### src/rtl/ts_cap_pkg.sv
package ts_cap_pkg;
  localparam int REG_W     = 32;
  localparam int TS_W      = 2 * REG_W;
  localparam int SEQ_W     = 16;
  localparam int VALID_BIT = 16;
  localparam int NDIR      = 2;
  localparam int NCLASS    = 3;
  localparam int CLS_W     = 2;
  localparam int ADDR_W    = 3;
  localparam int DIR_BIT   = 2;

  typedef enum logic [1:0] {
    RG_STATUS = 2'd0,
    RG_TS_LO  = 2'd1,
    RG_TS_HI  = 2'd2,
    RG_ENABLE = 2'd3
  } reg_sel_e;
endpackage

### src/rtl/ts_cap_slot.sv
module ts_cap_slot
  import ts_cap_pkg::*;
#(
  parameter int P_TS_W   = TS_W,
  parameter int P_SEQ_W  = SEQ_W,
  parameter int P_NCLASS = NCLASS,
  parameter int P_CLS_W  = CLS_W
) (
  input  logic                clk,
  input  logic                rst_n,
  input  logic                evt,
  input  logic [P_CLS_W-1:0]  evt_cls,
  input  logic [P_SEQ_W-1:0]  evt_seq,
  input  logic [P_TS_W-1:0]   time_cnt,
  input  logic [P_NCLASS-1:0] en_mask,
  input  logic                clr,
  output logic                valid_q,
  output logic [P_TS_W-1:0]   ts_q,
  output logic [P_SEQ_W-1:0]  seq_q
);
  logic [P_NCLASS-1:0] en_shift;
  logic                qual;
  logic                cap;
  logic                valid_d;
  logic                valid_ce;

  // next-state
  always_comb begin
    en_shift = en_mask >> evt_cls;
    qual     = evt && en_shift[0];
    cap      = qual && (!valid_q || clr);
    valid_ce = cap || clr;
    if (cap)
      valid_d = 1'b1;
    else
      valid_d = 1'b0;
  end

  // registers
  always_ff @(posedge clk or negedge rst_n) begin
    if (!rst_n) begin
      valid_q <= 1'b0;
    end else if (valid_ce) begin
      valid_q <= valid_d;
    end
  end

  always_ff @(posedge clk or negedge rst_n) begin
    if (!rst_n) begin
      ts_q  <= '0;
      seq_q <= '0;
    end else if (cap) begin
      ts_q  <= time_cnt;
      seq_q <= evt_seq;
    end
  end
endmodule

### src/rtl/ts_cap_regfile.sv
module ts_cap_regfile
  import ts_cap_pkg::*;
#(
  parameter int P_NDIR   = NDIR,
  parameter int P_REG_W  = REG_W,
  parameter int P_SEQ_W  = SEQ_W,
  parameter int P_NCLASS = NCLASS,
  parameter int P_ADDR_W = ADDR_W
) (
  input  logic                              clk,
  input  logic                              rst_n,
  input  logic                              host_wr,
  input  logic [P_ADDR_W-1:0]               host_addr,
  input  logic [P_REG_W-1:0]                host_wdata,
  input  logic [P_NDIR-1:0]                 valid_i,
  input  logic [P_NDIR-1:0][2*P_REG_W-1:0]  ts_i,
  input  logic [P_NDIR-1:0][P_SEQ_W-1:0]    seq_i,
  output logic [P_NDIR-1:0]                 clr_o,
  output logic [P_NDIR-1:0][P_NCLASS-1:0]   en_o,
  output logic [P_REG_W-1:0]                host_rdata
);
  localparam int PAD_W = P_REG_W - P_SEQ_W - 1;
  localparam int EPAD  = P_REG_W - P_NCLASS;

  reg_sel_e rsel;
  logic     dsel;

  assign rsel = reg_sel_e'(host_addr[1:0]);
  assign dsel = host_addr[DIR_BIT];

  for (genvar d = 0; d < P_NDIR; d++) begin : g_dir
    logic hit;
    logic en_we;
    logic [P_NCLASS-1:0] en_q;

    assign hit      = host_wr && (dsel == 1'(d));
    assign clr_o[d] = hit && (rsel == RG_STATUS) && host_wdata[VALID_BIT];
    assign en_we    = hit && (rsel == RG_ENABLE);

    always_ff @(posedge clk or negedge rst_n) begin
      if (!rst_n) begin
        en_q <= '0;
      end else if (en_we) begin
        en_q <= host_wdata[P_NCLASS-1:0];
      end
    end
    assign en_o[d] = en_q;
  end

  always_comb begin
    unique case (rsel)
      RG_STATUS: host_rdata = {{PAD_W{1'b0}}, valid_i[dsel], seq_i[dsel]};
      RG_TS_LO:  host_rdata = ts_i[dsel][P_REG_W-1:0];
      RG_TS_HI:  host_rdata = ts_i[dsel][2*P_REG_W-1:P_REG_W];
      default:   host_rdata = {{EPAD{1'b0}}, en_o[dsel]};
    endcase
  end
endmodule

### src/rtl/ts_cap_top.sv
module ts_cap_top
  import ts_cap_pkg::*;
(
  input  logic              clk,
  input  logic              rst_n,
  input  logic [TS_W-1:0]   time_cnt,
  input  logic              rx_evt,
  input  logic [CLS_W-1:0]  rx_cls,
  input  logic [SEQ_W-1:0]  rx_seq,
  input  logic              tx_evt,
  input  logic [CLS_W-1:0]  tx_cls,
  input  logic [SEQ_W-1:0]  tx_seq,
  input  logic              host_wr,
  input  logic [ADDR_W-1:0] host_addr,
  input  logic [REG_W-1:0]  host_wdata,
  output logic [REG_W-1:0]  host_rdata
);
  logic [1:0] rst_pipe;
  logic       rst_sync_n;

  // asynchronous assert, synchronous release
  always_ff @(posedge clk or negedge rst_n) begin
    if (!rst_n) rst_pipe <= '0;
    else        rst_pipe <= {rst_pipe[0], 1'b1};
  end
  assign rst_sync_n = rst_pipe[1];

  logic [NDIR-1:0]              evt_arr;
  logic [NDIR-1:0][CLS_W-1:0]   cls_arr;
  logic [NDIR-1:0][SEQ_W-1:0]   seqin_arr;
  logic [NDIR-1:0]              slot_valid;
  logic [NDIR-1:0][TS_W-1:0]    slot_ts;
  logic [NDIR-1:0][SEQ_W-1:0]   slot_seq;
  logic [NDIR-1:0]              slot_clr;
  logic [NDIR-1:0][NCLASS-1:0]  slot_en;

  assign evt_arr   = {tx_evt, rx_evt};
  assign cls_arr   = {tx_cls, rx_cls};
  assign seqin_arr = {tx_seq, rx_seq};

  for (genvar d = 0; d < NDIR; d++) begin : g_slot
    ts_cap_slot u_slot (
      .clk      (clk),
      .rst_n    (rst_sync_n),
      .evt      (evt_arr[d]),
      .evt_cls  (cls_arr[d]),
      .evt_seq  (seqin_arr[d]),
      .time_cnt (time_cnt),
      .en_mask  (slot_en[d]),
      .clr      (slot_clr[d]),
      .valid_q  (slot_valid[d]),
      .ts_q     (slot_ts[d]),
      .seq_q    (slot_seq[d])
    );
  end

  ts_cap_regfile u_regs (
    .clk        (clk),
    .rst_n      (rst_sync_n),
    .host_wr    (host_wr),
    .host_addr  (host_addr),
    .host_wdata (host_wdata),
    .valid_i    (slot_valid),
    .ts_i       (slot_ts),
    .seq_i      (slot_seq),
    .clr_o      (slot_clr),
    .en_o       (slot_en),
    .host_rdata (host_rdata)
  );
endmodule

### config.mk
export PLATFORM = sky130hd
export DESIGN_NAME = ts_cap_top
export DESIGN_NICKNAME = d
export VERILOG_FILES = /design/src/rtl/ts_cap_pkg.sv /design/src/rtl/ts_cap_slot.sv /design/src/rtl/ts_cap_regfile.sv /design/src/rtl/ts_cap_top.sv
export SDC_FILE = /design/constraint.sdc
export NUM_CORES = 1
export LEC_CHECK = 0
export CAP_MARGIN = 15
export CORE_ASPECT_RATIO = 1.2
export CORE_UTILIZATION = 40
export DETAILED_ROUTE_END_ITERATION = 8
export GPL_TIMING_DRIVEN = 0
export PLACE_DENSITY = 0.68
export SLEW_MARGIN = 40
export SYNTH_ARGS = -nofsm -noshare
export SYNTH_HDL_FRONTEND = slang
export SYNTH_SLANG_ARGS = --single-unit
### constraint.sdc
create_clock -name clk -period 5.3 [get_ports clk]
set_input_delay 1.59 -clock clk [delete_from_list [all_inputs] [get_ports clk]]
set_output_delay 1.59 -clock clk [all_outputs]
set_load 0.02 [all_outputs]
==> results of run 1 <==
[registers in the layout (all words and copies together) (netlist names)]
signal	count
g_slot.u_slot.seq_q	32
g_slot.u_slot.ts_q	128
g_slot.u_slot.valid_q	2
rst_pipe	2
u_regs.g_dir.en_q	6
[power by group]
| part | internal, W | switching (W) | total (W) |
|---|---|---|---|
| combinational | 0.00105 | 0.000565 | 0.00162 |
| sequential | 0.00193 | 0.000370 | 0.00230 |
| clock | 0.000810 | 0.000522 | 0.00133 |
| total | 0.00379 | 0.00146 | 0.00525 |
[cells in the mapped netlist, types with 2 or more instances]
master      n
mux2_2     55
buf_6      17
a211oi_1   16
o21ai_0     7
clkbuf_1   13
nand2_1    12
mux2_4    111
nor2_1     36
nand4_1     2
buf_1       2
mux2i_1    62
a21oi_1    30
inv_1       2
o21ai_2     2
nand3_4     2
mux4_2      2
o22ai_1    16
nand3b_1    2
nand2b_1    2
buf_2       7
dfrtp_1   170
[path summary, 6_finish.rpt]
check	cells past startpoint	startpoint	slack [ns]	to
max	6	host_addr[0]	0.15	host_rdata[30]
min	0	rst_pipe[1]$_DFF_PN0_	0.22	g_slot[0].u_slot.ts_q[30]$_DFFE_PN0P_
max reg2reg	5	u_regs.g_dir[1].en_q[0]$_DFFE_PN0P_	3.54	g_slot[1].u_slot.seq_q[9]$_DFFE_PN0P_
min reg2reg	0	rst_pipe[1]$_DFF_PN0_	0.22	g_slot[0].u_slot.ts_q[30]$_DFFE_PN0P_
max in group asynchronous	1	rst_n	3.85	rst_pipe[1]$_DFF_PN0_
min in group clk	0	rst_pipe[0]$_DFF_PN0_	0.35	rst_pipe[1]$_DFF_PN0_
[metal layers]
metal | GRT usage (%) | wire length, um | vias to the layer above
met4 | 8.516 | 509 | 0
met5 | 0 | 0 | -
li1 | - | - | 2393
met3 | 4.807 | 1094 | 31
met1 | 25.59 | 8808 | 2647
met2 | 34.48 | 10520 | 140
[area by class of cell]
type	count	area, um^2
fill	1664	9464
sequential	170	4258
multi-input combinational	362	3686
timing repair buffer	145	1476
clock buffer	20	446.7
tap	265	331.6
buffer	39	325.3
clock inverter	12	187.7
inverter	2	7.507
[through the flow]
stage	hold WS, ns	util, %
5_1_grt	0.2527	53.11
2_1_floorplan	0.3312	-
6_report	0.2200	53.11
3_5_place_dp	0.2284	49.80
3_3_place_gp	0.3379	49.39
4_1_cts	0.2301	53.03
[worst max-delay path, stage by stage]
cell	delay [ns]
clkdlybuf4s50_1	0.48
buf_4	0.22
buf_6	0.23
nand2b_2	0.16
o22ai_1	0.23
clkdlybuf4s50_1	0.64
[cells by family (layout without fill, tap and decap cells)]
group           after synthesis  in the layout
flops                       170            170
simple gates                 58             58
mux                         230            230
buf+inv                      41            218
other cells                   1              1
compound gates               73             73
==> out/metrics.yaml, run 1 <==
drv_slew: 0
clk_pin_slew_ns: 0.06
numCtsBuffers: 17
synth-compound-area-share_pct: 5.309
synthFlopType: "dfrtp_1"
finalCriticalPeriod_ns: 5.146
drive_above_1_share_pct: 32.13
finalClockSkew_ns: 0.009867
postCtsSetupBuffers: 0
min_period_over_period_pct: 97.10
syn-instance-count: 573
syn_to_final_growth_pct: 30.32
dp_slack_ns: -0.6039
viasPerCell: 5.134
yosys.area.top_type: "dfrtp_1"
final_common_cell: "dfrtp_1"
dp.cells: 983
async_reset_ff_share_pct: 100.0
yosysWarningCount: 0
synth-seq-cells: 170
gp_congestion: 0.7877
clock_path_buffers: 2
syn-num-nets: 713
clkSinkCount: 170
die_h_um: 159.1
cp_max_fo: 10
rows: 57
critical_path_required_ns: 3.71
critPathKind: "primary input to output pin"
synth-xor-area-share_pct: 0
power.leakage_nw: 5.143
layout_common_cells: "169 x dfrtp_1, 114 x clkdlybuf4s50_1, 111 x mux2_4"
max_freq_mhz: 194.3
syn_avg_cell_area_um2: 14.35
dieWidth_um: 132.9
dpl_cell_area_mm2: 0.01005
status: "finished, final reports clean"
worst_slack_ns: 0.1539
ant_nets: 0
total_power_w: 0.005246
antenna_found_initial: 1
final_cell_area_mm2: 0.01072
vias: 5211
slew_headroom_pct: 54.70
ys_types: 26
hpwlAfterDp_um: 15040
wl_um: 20930
start_util_pct: 40.75
postCtsResizedCells: 40
wl_per_cell_um: 20.62
hold_buffers: 0
drt_first_pass_iters: 6
cts.root.buffer_cell: "clkbuf_16"
ys_seq_area_share_pct: 51.72
pin_count: 172
drc: 0
synthAdderAreaFrac_pct: 0
io_buffers: 141
synth_top_family_by_area: "multiplexers"
ir_drop_mv: 0.2912
setup_tns_ns: 0
core-area_mm2: 0.02018
htreeDepth: 4
grt_pass1_vias: 5888
synth_top_area_share_pct: 51.72
muxShareOfSynthArea_pct: 35.88
grt-ovfl-total: 0
instances_no_fill: 1015
max_cap_violations: 0
drtIter0Drc: 222
setup_viol: 0
end_kind: "output pin"
grtUsageTotal_pct: 20.64
start_kind: "primary input"
synth.area.top_cells: "dfrtp_1 52%, mux2_4 20%, mux2i_1 7.5%"
grt_max_degree: 46
cellPowerDensity_mw_per_mm2: 489.4
grt_pass1_wl_um: 32930
hold_path_class: "register to asynchronous set/reset pin"
arrival_ns: 3.56
worst_pin_slew_ns: 0.6794
synth_simple_gate_area_share_pct: 3.514
timing.final.hold_violations: 0
clk_latency_ns: 0.43
fin_nets: 877
rsz0062_at_grt: "no"
dieArea_mm2: 0.02114
synth_edf_count: 0
cts_tree: "done"
synth_area_mm2: 0.008225
antenna_cells: 0
No activity file was read; power rests on OpenSTA's default activity.
==> run 2, diff against run 1 <==
- HOLD_SLACK_MARGIN: unset -> 0.1
- SKIP_LAST_GASP: unset -> 1
==> results of run 2 <==
Final layout, timing and power as in run 1 (identical DEF).
==> run 3, diff against run 2 <==
- CAP_MARGIN: 15 -> unset
==> results of run 3 <==
Final layout, timing and power as in run 1 (identical DEF).
